### src/rtl/flash_cmd_pkg.sv
package flash_cmd_pkg;

    typedef enum logic [1:0] {
        MODE_READ  = 2'd0,
        MODE_IDENT = 2'd1,
        MODE_PROG  = 2'd2,
        MODE_ERASE = 2'd3
    } bus_mode_e;

    typedef enum logic [1:0] {
        OP_NONE         = 2'd0,
        OP_PROGRAM      = 2'd1,
        OP_CHIP_ERASE   = 2'd2,
        OP_SECTOR_ERASE = 2'd3
    } launch_op_e;

    typedef enum logic [2:0] {
        SEQ_IDLE,
        SEQ_KEY1,
        SEQ_KEY2,
        SEQ_PROG_DATA,
        SEQ_ER_ARMED,
        SEQ_ER_KEY1,
        SEQ_ER_KEY2,
        SEQ_IDENT
    } seq_state_e;

    localparam int KEY_ADDR_W = 11;

    localparam logic [KEY_ADDR_W-1:0] KEY1_ADDR = 11'h555;
    localparam logic [KEY_ADDR_W-1:0] KEY2_ADDR = 11'h2AA;
    localparam logic [7:0] KEY1_BYTE       = 8'hAA;
    localparam logic [7:0] KEY2_BYTE       = 8'h55;
    localparam logic [7:0] CMD_IDENT       = 8'h90;
    localparam logic [7:0] CMD_PROGRAM     = 8'hA0;
    localparam logic [7:0] CMD_ERASE_SETUP = 8'h80;
    localparam logic [7:0] CMD_CHIP        = 8'h10;
    localparam logic [7:0] CMD_SECTOR      = 8'h30;
    localparam logic [7:0] CMD_RESET       = 8'hF0;

    // Extend a 7-bit code with a top bit that makes the byte odd parity.
    function automatic logic [7:0] odd_parity_byte(input logic [6:0] v);
        return {~^v, v};
    endfunction

    function automatic bus_mode_e mode_of(input seq_state_e s);
        case (s)
            SEQ_IDENT:     return MODE_IDENT;
            SEQ_PROG_DATA: return MODE_PROG;
            SEQ_ER_ARMED,
            SEQ_ER_KEY1,
            SEQ_ER_KEY2:   return MODE_ERASE;
            default:       return MODE_READ;
        endcase
    endfunction

endpackage

### src/rtl/bus_write_capture.sv
module bus_write_capture
    import flash_cmd_pkg::*;
#(
    parameter int ADDR_W = 18,
    parameter int DATA_W = 16
) (
    input  logic              clk,
    input  logic              rst,
    input  logic              ce_n,
    input  logic              we_n,
    input  logic [ADDR_W-1:0] addr,
    input  logic [DATA_W-1:0] wdata,
    output logic              wr_done,
    output logic [ADDR_W-1:0] cap_addr,
    output logic [DATA_W-1:0] cap_data
);

    logic wr_act;
    logic wr_act_q;

    assign wr_act  = !ce_n && !we_n;
    assign wr_done = wr_act_q && !wr_act;

    always_ff @(posedge clk) begin
        if (rst) begin
            wr_act_q <= 1'b0;
            cap_addr <= '0;
            cap_data <= '0;
        end else begin
            wr_act_q <= wr_act;
            // address: first cycle where the later strobe has fallen
            if (wr_act && !wr_act_q)
                cap_addr <= addr;
            // data: keeps following the bus until a strobe rises
            if (wr_act)
                cap_data <= wdata;
        end
    end


    addr_hold_chk: assert property (@(posedge clk) disable iff (rst)
        (wr_act && wr_act_q) |=> (cap_addr == $past(cap_addr)));

endmodule

### src/rtl/cmd_sequencer.sv
module cmd_sequencer
    import flash_cmd_pkg::*;
#(
    parameter int ADDR_W = 18,
    parameter int DATA_W = 16
) (
    input  logic              clk,
    input  logic              rst,
    input  logic              wr_done,
    input  logic [ADDR_W-1:0] cap_addr,
    input  logic [DATA_W-1:0] cap_data,
    input  logic              busy,
    output bus_mode_e         mode,
    output logic              launch_valid,
    output launch_op_e        launch_op,
    output logic [ADDR_W-1:0] launch_addr,
    output logic [DATA_W-1:0] launch_data
);

    seq_state_e state, state_nxt;
    logic       fire;
    launch_op_e fire_op;
    logic       take;
    logic       is_key1, is_key2, at_cmd_addr;
    logic [KEY_ADDR_W-1:0] lo_addr;
    logic [7:0]            cmd;

    assign lo_addr     = cap_addr[KEY_ADDR_W-1:0];
    assign cmd         = cap_data[7:0];
    assign take        = wr_done && !busy;
    assign is_key1     = (lo_addr == KEY1_ADDR) && (cmd == KEY1_BYTE);
    assign is_key2     = (lo_addr == KEY2_ADDR) && (cmd == KEY2_BYTE);
    assign at_cmd_addr = (lo_addr == KEY1_ADDR);

    always_comb begin
        state_nxt = state;
        fire      = 1'b0;
        fire_op   = OP_NONE;
        if (take) begin
            case (state)
                SEQ_IDLE:  state_nxt = is_key1 ? SEQ_KEY1 : SEQ_IDLE;
                SEQ_KEY1:  state_nxt = is_key2 ? SEQ_KEY2 : SEQ_IDLE;
                SEQ_KEY2: begin
                    state_nxt = SEQ_IDLE;
                    if (at_cmd_addr) begin
                        case (cmd)
                            CMD_IDENT:       state_nxt = SEQ_IDENT;
                            CMD_PROGRAM:     state_nxt = SEQ_PROG_DATA;
                            CMD_ERASE_SETUP: state_nxt = SEQ_ER_ARMED;
                            default:         state_nxt = SEQ_IDLE;
                        endcase
                    end
                end
                SEQ_PROG_DATA: begin
                    state_nxt = SEQ_IDLE;
                    fire      = 1'b1;
                    fire_op   = OP_PROGRAM;
                end
                SEQ_ER_ARMED: state_nxt = is_key1 ? SEQ_ER_KEY1 : SEQ_IDLE;
                SEQ_ER_KEY1:  state_nxt = is_key2 ? SEQ_ER_KEY2 : SEQ_IDLE;
                SEQ_ER_KEY2: begin
                    state_nxt = SEQ_IDLE;
                    if (cmd == CMD_CHIP) begin
                        fire    = 1'b1;
                        fire_op = OP_CHIP_ERASE;
                    end else if (cmd == CMD_SECTOR) begin
                        fire    = 1'b1;
                        fire_op = OP_SECTOR_ERASE;
                    end
                end
                SEQ_IDENT: state_nxt = (cmd == CMD_RESET) ? SEQ_IDLE : SEQ_IDENT;
                default:   state_nxt = SEQ_IDLE;
            endcase
        end
    end

    always_ff @(posedge clk) begin
        if (rst) begin
            state        <= SEQ_IDLE;
            launch_valid <= 1'b0;
            launch_op    <= OP_NONE;
            launch_addr  <= '0;
            launch_data  <= '0;
        end else begin
            state        <= state_nxt;
            launch_valid <= fire;
            if (fire) begin
                launch_op   <= fire_op;
                launch_addr <= cap_addr;
                launch_data <= cap_data;
            end
        end
    end

    assign mode = mode_of(state);


    launch_single_chk: assert property (@(posedge clk) disable iff (rst)
        launch_valid |=> !launch_valid);


    launch_after_write_chk: assert property (@(posedge clk) disable iff (rst)
        $rose(launch_valid) |-> $past(wr_done));


    busy_ignore_chk: assert property (@(posedge clk) disable iff (rst)
        (wr_done && busy) |=> ($stable(state) && !launch_valid));


    ident_hold_chk: assert property (@(posedge clk) disable iff (rst)
        (state == SEQ_IDENT && wr_done && cap_data[7:0] != CMD_RESET)
        |=> (state == SEQ_IDENT));

endmodule

### src/rtl/ident_read_mux.sv
module ident_read_mux
    import flash_cmd_pkg::*;
#(
    parameter int          ADDR_W    = 18,
    parameter int          SECT_BITS = 3,
    parameter logic [6:0]  MFR_ID7   = 7'h01,
    parameter logic [6:0]  DEV_ID7   = 7'h23,
    parameter logic [7:0]  DEV_ID_HI = 8'h22
) (
    input  logic                      id_active,
    input  logic [ADDR_W-1:0]         addr,
    input  logic                      word_mode,
    input  logic [(1<<SECT_BITS)-1:0] sector_prot,
    output logic                      id_valid,
    output logic [15:0]               id_data
);

    localparam int         NUM_SECT = 1 << SECT_BITS;
    localparam logic [7:0] MFR_CODE = odd_parity_byte(MFR_ID7);
    localparam logic [7:0] DEV_CODE = odd_parity_byte(DEV_ID7);

    logic [SECT_BITS-1:0] sect_idx;
    logic [NUM_SECT-1:0]  sect_hit;
    logic                 prot_bit;
    logic                 unused_addr_bits;

    assign sect_idx         = addr[ADDR_W-1 -: SECT_BITS];
    assign unused_addr_bits = ^addr;

    for (genvar g = 0; g < NUM_SECT; g++) begin : g_sect
        assign sect_hit[g] = (sect_idx == SECT_BITS'(g)) && sector_prot[g];
    end

    assign prot_bit = |sect_hit;
    assign id_valid = id_active;

    always_comb begin
        id_data = '0;
        if (id_active) begin
            if (addr[7:0] == 8'h00)
                id_data = {8'h00, MFR_CODE};
            else if (addr[7:0] == 8'h01)
                id_data = word_mode ? {DEV_ID_HI, DEV_CODE} : {8'h00, DEV_CODE};
            else if (!addr[6] && addr[1:0] == 2'b10)
                id_data = {15'd0, prot_bit};
        end
    end

endmodule

### src/rtl/flash_cmd_decoder.sv
module flash_cmd_decoder
    import flash_cmd_pkg::*;
#(
    parameter int         ADDR_W    = 18,
    parameter int         DATA_W    = 16,
    parameter int         SECT_BITS = 3,
    parameter logic [6:0] MFR_ID7   = 7'h01,
    parameter logic [6:0] DEV_ID7   = 7'h23,
    parameter logic [7:0] DEV_ID_HI = 8'h22
) (
    input  logic                      clk,
    input  logic                      rst,
    input  logic                      bus_ce_n,
    input  logic                      bus_we_n,
    input  logic [ADDR_W-1:0]         bus_addr,
    input  logic [DATA_W-1:0]         bus_wdata,
    input  logic                      word_mode,
    input  logic                      busy,
    input  logic [(1<<SECT_BITS)-1:0] sector_prot,
    output logic [1:0]                mode,
    output logic                      launch_valid,
    output logic [1:0]                launch_op,
    output logic [ADDR_W-1:0]         launch_addr,
    output logic [DATA_W-1:0]         launch_data,
    output logic                      id_valid,
    output logic [15:0]               id_data
);

    logic              wr_done;
    logic [ADDR_W-1:0] cap_addr;
    logic [DATA_W-1:0] cap_data;
    bus_mode_e         mode_e;
    launch_op_e        op_e;

    bus_write_capture #(.ADDR_W(ADDR_W), .DATA_W(DATA_W)) u_capture (
        .clk      (clk),
        .rst      (rst),
        .ce_n     (bus_ce_n),
        .we_n     (bus_we_n),
        .addr     (bus_addr),
        .wdata    (bus_wdata),
        .wr_done  (wr_done),
        .cap_addr (cap_addr),
        .cap_data (cap_data)
    );

    cmd_sequencer #(.ADDR_W(ADDR_W), .DATA_W(DATA_W)) u_seq (
        .clk          (clk),
        .rst          (rst),
        .wr_done      (wr_done),
        .cap_addr     (cap_addr),
        .cap_data     (cap_data),
        .busy         (busy),
        .mode         (mode_e),
        .launch_valid (launch_valid),
        .launch_op    (op_e),
        .launch_addr  (launch_addr),
        .launch_data  (launch_data)
    );

    ident_read_mux #(
        .ADDR_W    (ADDR_W),
        .SECT_BITS (SECT_BITS),
        .MFR_ID7   (MFR_ID7),
        .DEV_ID7   (DEV_ID7),
        .DEV_ID_HI (DEV_ID_HI)
    ) u_ident (
        .id_active   (mode_e == MODE_IDENT),
        .addr        (bus_addr),
        .word_mode   (word_mode),
        .sector_prot (sector_prot),
        .id_valid    (id_valid),
        .id_data     (id_data)
    );

    assign mode      = mode_e;
    assign launch_op = op_e;


    id_parity_chk: assert property (@(posedge clk) disable iff (rst)
        (id_valid && bus_addr[7:1] == 7'd0) |-> (^id_data[7:0]));


    id_quiet_chk: assert property (@(posedge clk) disable iff (rst)
        (mode != 2'd1) |-> (!id_valid && id_data == 16'h0000));

endmodule

### config.mk
export PLATFORM = sky130hd
export DESIGN_NAME = flash_cmd_decoder
export DESIGN_NICKNAME = d
export VERILOG_FILES = /design/src/rtl/flash_cmd_pkg.sv /design/src/rtl/bus_write_capture.sv /design/src/rtl/cmd_sequencer.sv /design/src/rtl/ident_read_mux.sv /design/src/rtl/flash_cmd_decoder.sv
export SDC_FILE = /design/constraint.sdc
export NUM_CORES = 1
export LEC_CHECK = 0
export ABC_AREA = 1
export ABC_CLOCK_PERIOD_IN_PS = 1220
export BUFFER_PORTS_ARGS = -buffer_cell sky130_fd_sc_hd__buf_2
export CAP_MARGIN = 20
export CELL_PAD_IN_SITES_DETAIL_PLACEMENT = 0
export CELL_PAD_IN_SITES_GLOBAL_PLACEMENT = 1
export CORE_MARGIN = 2
export CORE_UTILIZATION = 29
export DETAILED_ROUTE_END_ITERATION = 7
export PLACE_DENSITY = 0.81
export SYNTH_ARGS = -nofsm -noshare
export SYNTH_HDL_FRONTEND = slang
export SYNTH_SLANG_ARGS = --single-unit
### constraint.sdc
create_clock -name clk -period 1.22 [get_ports clk]
set_input_delay 0.183 -clock clk [delete_from_list [all_inputs] [get_ports clk]]
set_output_delay 0.183 -clock clk [all_outputs]
set_load 0.05 [all_outputs]
# Word level (Yosys, flattened, before mapping)
# Index checks and enable logic that the tools add are counted.
dict set report classes {
  eq_ne 27
  n_mux 22
  reduce_logical 27
}
# operator n
set ops {}
lappend ops {{16-bit two-way mux} 3}
lappend ops {{8-bit == test, second input constant} 5}
lappend ops {{3-bit == test, second input constant} 8}
lappend ops {{3-bit one-hot mux with 7 select lines} 1}
lappend ops {{1-bit logical AND} 15}
lappend ops {{14-bit two-way mux} 1}
lappend ops {{3-bit by 2-bit == test with 1-bit output, second input constant} 4}
lappend ops {{3-bit two-way mux} 4}
lappend ops {{11-bit by 10-bit == test with 1-bit output, second input constant} 1}
lappend ops {{11-bit == test, second input constant} 1}
lappend ops {{3-bit one-hot mux with 3 select lines} 1}
lappend ops {{8-bit by 1-bit == test with 1-bit output, second input constant} 1}
lappend ops {{8-bit by 5-bit == test with 1-bit output, second input constant} 1}
lappend ops {{8-bit by 6-bit == test with 1-bit output, second input constant} 1}
lappend ops {{8-bit by 7-bit == test with 1-bit output, second input constant} 1}
lappend ops {{8-bit zero test} 1}
lappend ops {{2-bit two-way mux} 4}
lappend ops {{8-bit OR reduction} 1}
lappend ops {{3-bit by 1-bit == test with 1-bit output, second input constant} 2}
lappend ops {{1-bit zero test} 6}
lappend ops {{3-bit zero test} 2}
lappend ops {{2-bit one-hot mux with 3 select lines} 1}
lappend ops {{1-bit two-way mux} 5}
lappend ops {{2-bit one-hot mux with 2 select lines} 1}
lappend ops {{other kinds (5)} 5}
dict set report word_totals {
  regBits 75
  input_bits 48
}

# Logic depth before layout (Yosys ltp)
# Gate-level depths: netlist (run 1).
dict set report logic_depth {
  word_depth 7
  ltp_mapped 10
  depth_no_buf 10
}

# Modules after synthesis
# A second synthesis (run 1) with hierarchy kept.
dict set report unflattened {
  hier_cells 506
  hier_area_um2 3517.1
}
# mod instances cells_each area_each_um2 seq_area_each_um2
set modules_own_cells {}
lappend modules_own_cells {cmd_sequencer 1 265 1855.5 800.8}
lappend modules_own_cells {bus_write_capture 1 191 1391.3 700.7}
lappend modules_own_cells {ident_read_mux 1 48 260.2 0.0}
lappend modules_own_cells {flash_cmd_decoder 1 2 10.0 0.0}

# Worst setup path after synthesis (run 1)
# OpenSTA, ideal clock, no wires.
dict set report synth_timing {
  path_kind {register to output}
  from {reg u_seq.state[2]}
  to {out id_data[13]}
  t_arrival_ns 3.529
  required_ns 1.037
  slack_ns -2.492
  path_stages_with_launch 8
  path_buffers 2
  cell_sequence {dfxtp_1 -> buf_2 -> inv_1 -> nor2_1 -> inv_1 -> nor3b_1 -> and2_1 -> buf_4}
}
dict set report synth_between {
  elab_chain_cells 5
  elab_cells_between_ends 9
  classes_between {eq/ne (6); mux (2); reduce/logical (1)}
}
# element line
set synth_lines {}
lappend synth_lines {{start, declared} cmd_sequencer.sv:20} ;# seq_state_e state, state_nxt;
lappend synth_lines {{start signal, assigned} cmd_sequencer.sv:85} ;# state <= state_nxt;
lappend synth_lines {{3-bit == test} flash_cmd_pkg.sv:47} ;# case (s)
lappend synth_lines {{3-bit OR reduction} flash_cmd_pkg.sv:47}
lappend synth_lines {{2-bit one-hot mux with 3 select lines (*)} flash_cmd_pkg.sv:47}
lappend synth_lines {{2-bit by 1-bit == test with 1-bit output (*)} flash_cmd_decoder.sv:68} ;# .id_active (mode_e == MODE_IDENT),
lappend synth_lines {{via id_valid} flash_cmd_decoder.sv:25} ;# output logic id_valid,
lappend synth_lines {{16-bit two-way mux (*)} ident_read_mux.sv:39} ;# if (id_active) begin
lappend synth_lines {{end, declared} flash_cmd_decoder.sv:26} ;# output logic [15:0] id_data
# The timed path passes the listed nets; every way through them passes the cells marked *.

# Worst setup path after layout (run 1)
dict set report layout_timing {
  from {reg u_seq.state[0]}
  to {out id_data[9]}
}
dict set report layout_between {
  elab_chain_cells 5
  elab_cells_between_ends 9
  classes_between {eq/ne (6); mux (2); reduce/logical (1)}
}
# element line
set layout_lines {}
lappend layout_lines {{3-bit == test} flash_cmd_pkg.sv:47}
lappend layout_lines {{3-bit OR reduction} flash_cmd_pkg.sv:47}
lappend layout_lines {{2-bit one-hot mux with 3 select lines (*)} flash_cmd_pkg.sv:47}
lappend layout_lines {{2-bit by 1-bit == test with 1-bit output (*)} flash_cmd_decoder.sv:68}
lappend layout_lines {{16-bit two-way mux (*)} ident_read_mux.sv:39}
# Every way passes the cells marked *; elsewhere a longest branch is shown, timed or not.

==> impl_metrics.py, run 1 <==
metrics = {
    "routing": {
        "drtIter0Drc": 91,
        "routed_wl_um": 9640,
        "ant_nets": 0,
        "wire_per_inst_um": 13.5,
        "post_drt_via_cell_ratio": 4.63,
        "dr_total_vias": 3303,
        "drtPass1Iterations": 4,
        "drc": 0,
    },
    "timing": {
        "fin_ws_ns": -0.528,
        "hold_violations": 0,
        "rsz0062_at_grt": "true",
        "post-route-min-period_ns": 1.75,
        "slew_viol_final": 0,
        "fmax_ghz": 0.572,
        "skew_ns": 0.0114,
        "finalCritPeriodShare_pct": 143,
        "finalSetupViolations": 48,
    },
    "setup_path": {
        "crit_type": "flip-flop to output port",
        "crit_fanout": 3,
        "required_ns": 1.04,
        "cp_data_arrival_time_ns": 1.57,
        "worstSetupEndpointType": "output port",
        "start_kind": "flip-flop",
    },
    "floorplanning": {
        "die_w_um": 107,
        "die_area_mm2": 0.0115,
        "core_area_mm2": 0.0103,
        "fp.dieH_um": 107,
        "start_util_pct": 29.8,
        "ioPinCount": 104,
        "rows": 37,
    },
    "place": {
        "place_area_mm2": 0.00403,
        "dp_hpwl_um": 6140,
        "placed_cells": 672,
        "io_buffers": 92,
        "post-place-ws_ns": -0.330,
        "gp_congestion": 0.885,
    },
    "clock_network": {
        "clkSlewWorstSetupHoldPaths_ns": 0.08,
        "cts_buffers": 9,
        "cts_tree": "built",
        "clk_path_buf_depth": 2,
        "insertion_delay_ns": 0.35,
        "h-tree-depth": 3,
        "clock-root-buffer": "clkbuf_8",
        "cts_sinks": 75,
    },
    "cells_and_area": {
        "area_growth_pct": 62.7,
        "final_cell_count_no_fill": 713,
        "drive_gt1_share_pct": 44.9,
        "layout.nets": 620,
        "antenna_cells": 0,
        "fin_area_mm2": 0.00501,
    },
    "synth": {
        "synth_ff_type": "dfxtp_1",
        "yosysSeqAreaShare_pct": 48.7,
        "yosysTopAreaCell": "dfxtp_1",
        "synthCells": 416,
        "synth.distinct_cells": 26,
        "ys_async_sr_fraction_pct": 0,
        "ys_seq_elements": 75,
        "yosys-top-cells-count": "97 x nor2_1, 75 x dfxtp_1, 52 x o21ai_0",
        "synth_edf_count": 0,
        "avgSynthCellArea_um2": 7.40,
        "synth_most_common_cell": "nor2_1",
        "syn_area_mm2": 0.00308,
        "ys_warn_count": 0,
        "synth_top_area_share_pct": 48.7,
        "netlist_top_cells_area": "dfxtp_1 49%, nor2_1 12%, o21ai_0 8.4%, a21oi_1 6.8%, buf_4 3.9%",
    },
    "power_and_ir_drop": {
        "p_per_area_mw_per_mm2": 1120,
        "peakVddDrop_v": 0.000607,
        "p_leak_uw": 0.00229,
    },
    "global_routing": {
        "grt.overflow.total": 0,
        "grt_max_degree": 37,
        "antenna_found_initial": 0,
        "grt_pass1_wl_um": 15200,
        "grt_usage_pct": 16.8,
        "grt_pass1_vias": 3306,
    },
    "job": {
        "cap_viol_max_count": 0,
    },
    "min_path": {
        "hold_class": "input pin to flip-flop",
    },
    "status": {
        "violations": "setup timing",
        "status": "finished, violations left",
    },
}
## kinds of logic (layout without fill, tap and decap cells)
group	Yosys count	after routing	synth area share (%)
flip-flops	75	75	48.7
buffers and inverters	65	216	10.2
AND/OR/NAND/NOR	164	164	22.9
AO/OA/AOI/OAI	111	111	18.1
other	1	11	0.122
## critical path, stage by stage (launching register included)
cell	delay [ns]
dfxtp_2	0.36
nand2_4	0.06
nor2_4	0.15
inv_2	0.07
nor3b_4	0.22
and2_4	0.20
buf_8	0.14
## per-stage QoR
| stage | setup TNS, ns | power [µW] | hold WS (ns) | util (%) |
|---|---|---|---|---|
| 2_1_floorplan | -4.97 | 2920 | 0.245 | - |
| 3_3_place_gp | -7.39 | 3160 | 0.407 | 39.1 |
| 3_5_place_dp | -9.68 | 3170 | 0.413 | 39.1 |
| 4_1_cts | -15.55 | 5630 | 0.0290 | 46.3 |
| 5_1_grt | -21.82 | 5820 | 0.0227 | 48.6 |
| 6_report | -17.84 | 5590 | 0.0477 | 48.6 |
## where the power goes
part | internal [µW] | switching [µW]
combinational | 235 | 348
clock | 1480 | 960
sequential | 2520 | 44.2
total | 4240 | 1350
## layer usage
layer / part of all wire [%] / global-route usage (%) / vias to the layer above
met5: 0 / 0 / -
met4: 1.7 / 7.05 / 0
met3: 4.6 / 5.41 / 14
met2: 51 / 29.4 / 80
met1: 42 / 18.7 / 1554
li1: - / - / 1655
## path summary, 6_finish.rpt
path	cells after the start	to	startpoint	slack [ns]
max	6	id_data[9]	u_seq.state[0]	-0.53
min	3	u_capture.cap_addr[14]	bus_addr[14]	0.05
max reg2reg	11	u_seq.launch_addr[8]	u_seq.state[2]	-0.48
min reg2reg	2	u_seq.launch_op[1]	u_seq.launch_op[1]	0.48
## repair_timing
action / in CTS / in global routing
hold buffers: 0 / 0
endpoints found under the setup margin: 47 / 65
pin swaps: 12 / 27
buffers inserted: 19 / 10
cloned: 4 / 2
resized for setup: 85 / 69
## sequential cells by signal, indices dropped and copies added (netlist names)
| register | flops |
|---|---|
| u_capture.cap_addr | 18 |
| u_seq.launch_addr | 18 |
| u_capture.cap_data | 16 |
| u_capture.wr_act_q | 1 |
| u_seq.launch_op | 2 |
| u_seq.state | 3 |
| u_seq.launch_valid | 1 |
| u_seq.launch_data | 16 |
## layout make-up
| class | count | area (µm²) |
|---|---|---|
| fillers | 1011 | 5310 |
| flip-flops and latches | 75 | 1510 |
| well taps | 136 | 170 |
| inverters | 31 | 131 |
| repair buffers | 169 | 1380 |
| clock buffers | 11 | 151 |
| multi-input cells | 286 | 1570 |
| clock inverters | 5 | 108 |
## cell usage in the layout (no fill, tap or decap), types with 14 or more instances in the layout
cell type	instances
nor2_1	87
dfxtp_1	71
buf_2	70
buf_4	51
o21ai_0	32
a21oi_1	31
nand2_1	27
inv_1	23
o21ai_2	23
buf_6	17
nand3_1	14
Note: power is estimated with default switching activity, not from simulation.
==> run 2, diff against run 1 <==
Settings changed: CORE_MARGIN 2 to unset, SETUP_SLACK_MARGIN set to 0.3.
==> run 2 against run 1 <==
  * The flow still finishes with violations (setup timing)
  * Critical path type unchanged
  * Sequential share of layout area down 3.6 points
  * Setup slack better by 0.083 ns
  * Cell count up 5.0%
  * Worst hold slack worse by 0.0028 ns
  * Register-to-register slack better by 0.14 ns
  * Clock skew down 0.0022 ns
  * Via count up 4.8%
==> impl_metrics.py, run 2 (same netlist as run 1, synthesis figures left out) <==
metrics = {
    "timing": {
        "fin_ws_ns": -0.445,
        "post-route-min-period_ns": 1.66,
        "skew_ns": 0.00919,
        "finalSetupViolations": 48,
        "hold_violations": 0,
        "finalCritPeriodShare_pct": 136,
        "rsz0062_at_grt": "true",
        "fmax_ghz": 0.601,
        "slew_viol_final": 0,
    },
    "cells_and_area": {
        "final_cell_mix": "84 x buf_4, 77 x nor2_1, 47 x buf_2",
        "fillers": 851,
        "final_common_cell": "buf_4",
        "antenna_cells": 0,
        "seqCellArea_mm2": 0.00157,
        "drive_gt1_share_pct": 60.5,
        "reg_top3": "u_capture.cap_addr: 18 flops, u_seq.launch_addr: 18 flops",
        "layout.nets": 656,
        "multi_input_area_mm2": 0.00178,
        "area_growth_pct": 92.5,
        "final_cell_count_no_fill": 749,
    },
    "clock_network": {
        "clk_path_buf_depth": 2,
        "cts_sinks": 75,
        "clock-root-buffer": "clkbuf_8",
        "clkSlewWorstSetupHoldPaths_ns": 0.09,
        "cts_tree": "built",
        "insertion_delay_ns": 0.35,
        "hold_buffers": 0,
        "cts_buffers": 9,
        "h-tree-depth": 3,
    },
    "floorplanning": {
        "start_util_pct": 29.8,
        "rows": 37,
        "core_area_mm2": 0.0103,
        "fp.dieH_um": 105,
        "ioPinCount": 104,
        "die_area_mm2": 0.0110,
        "die_w_um": 105,
    },
    "routing": {
        "ant_nets": 0,
        "drtIter0Drc": 129,
        "drtPass1Iterations": 4,
        "routed_wl_um": 10600,
        "post_drt_via_cell_ratio": 4.62,
        "wire_per_inst_um": 14.1,
        "dr_total_vias": 3460,
        "drc": 0,
    },
    "place": {
        "post-place-ws_ns": -0.397,
        "dp_hpwl_um": 5890,
        "io_buffers": 92,
        "gp_congestion": 0.826,
        "placed_cells": 678,
    },
    "setup_path": {
        "cp_data_arrival_time_ns": 1.48,
        "crit_chain": "nand2_4 > nor2_4 > inv_2 > nor3b_4 > and2_4 > buf_8",
        "cpPeakStageDelay_ns": 0.36,
        "crit_type": "flip-flop to output port",
        "ff2ff_setup_slack_ns": -0.34,
        "crit_fanout": 3,
        "worstSetupEndpointType": "output port",
        "slowest_stage": "dfxtp_2",
        "start_kind": "flip-flop",
        "required_ns": 1.04,
    },
    "global_routing": {
        "antenna_found_initial": 0,
        "grt_usage_pct": 19.1,
        "grt_pass1_wl_um": 16600,
        "grt_pass1_vias": 3506,
        "grt.overflow.total": 0,
        "grt_max_degree": 70,
    },
    "power_and_ir_drop": {
        "peakVddDrop_v": 0.000608,
        "p_per_area_mw_per_mm2": 983,
        "p_leak_uw": 0.00260,
    },
    "min_path": {
        "hold_class": "input pin to flip-flop",
    },
    "status": {
        "status": "finished, violations left",
        "violations": "setup timing",
    },
    "job": {
        "cap_viol_max_count": 0,
    },
}
[run 2: cell types whose count changed in the layout (fill, tap and decap cells not counted), sizes merged]
cell      before  now
buf          154  201
clkbuf        26   12
inv           32   34
bufinv         3    4
clkinv         1    0
clkinvlp       0    1
[run 2: repair_timing]
item / 4_1_cts / 5_1_grt
setup buffers: 30 / 18
setup endpoints to repair: 103 / 104
cloned: 6 / 1
pin swaps: 36 / 36
gates resized for setup: 277 / 65
[run 2: worst max-delay path: cells and delay by family (launching register included)]
kind                   cells  cell delay, ns
DFF                        1            0.36
and+or+nand+nor            4            0.57
buffers and inverters      2            0.20
[run 2: power by group]
group          leakage (µW)  total, µW  switching, µW  internal (µW)
combinational       0.00184        705            407            298
clock              0.000127       2560            990           1570
sequential         0.000634       2560           46.8           2510
total               0.00260       5830           1440           4390
[run 2: path summary, 6_finish.rpt]
path	startpoint	to	cells past startpoint
worst max-delay path	u_seq.state[1]	id_data[13]	6
worst min-delay path	bus_addr[13]	u_capture.cap_addr[13]	3
worst max register to register	u_capture.cap_data[1]	u_seq.launch_data[11]	9
worst min register to register	u_capture.cap_data[15]	u_seq.launch_data[15]	2
[run 2: routing by layer]
layer	track usage (%)	part of all wire (%)	up-vias
met4	5.43	1.4	0
met1	21.4	42	1644
met3	4.68	3.9	13
met2	35.8	53	81
met5	0	0	-
li1	-	-	1722
[run 2: metrics by stage]
stage	total power [µW]	cell area, µm²	utilization, %	setup TNS (ns)	hold WS, ns
after floorplan	2950	3260	-	-5.09	0.245
after detailed placement	3190	4080	39.6	-8.70	0.412
final	5830	5930	57.4	-14.25	0.0449
after global routing	6050	5930	57.4	-17.41	0.0371
after CTS	5800	5520	53.5	-12.84	0.0349
after global placement	3180	4080	39.6	-6.69	0.408
[run 2: final cells by class]
type	count	share of cell area (%)
repair inverters	2	0.528
clock inverters	6	2.30
clock buffers	10	2.15
flip-flops and latches	75	26.4
repair buffers	203	33.3
inverters	31	2.49
well taps	136	2.87
multi-input cells	286	29.9
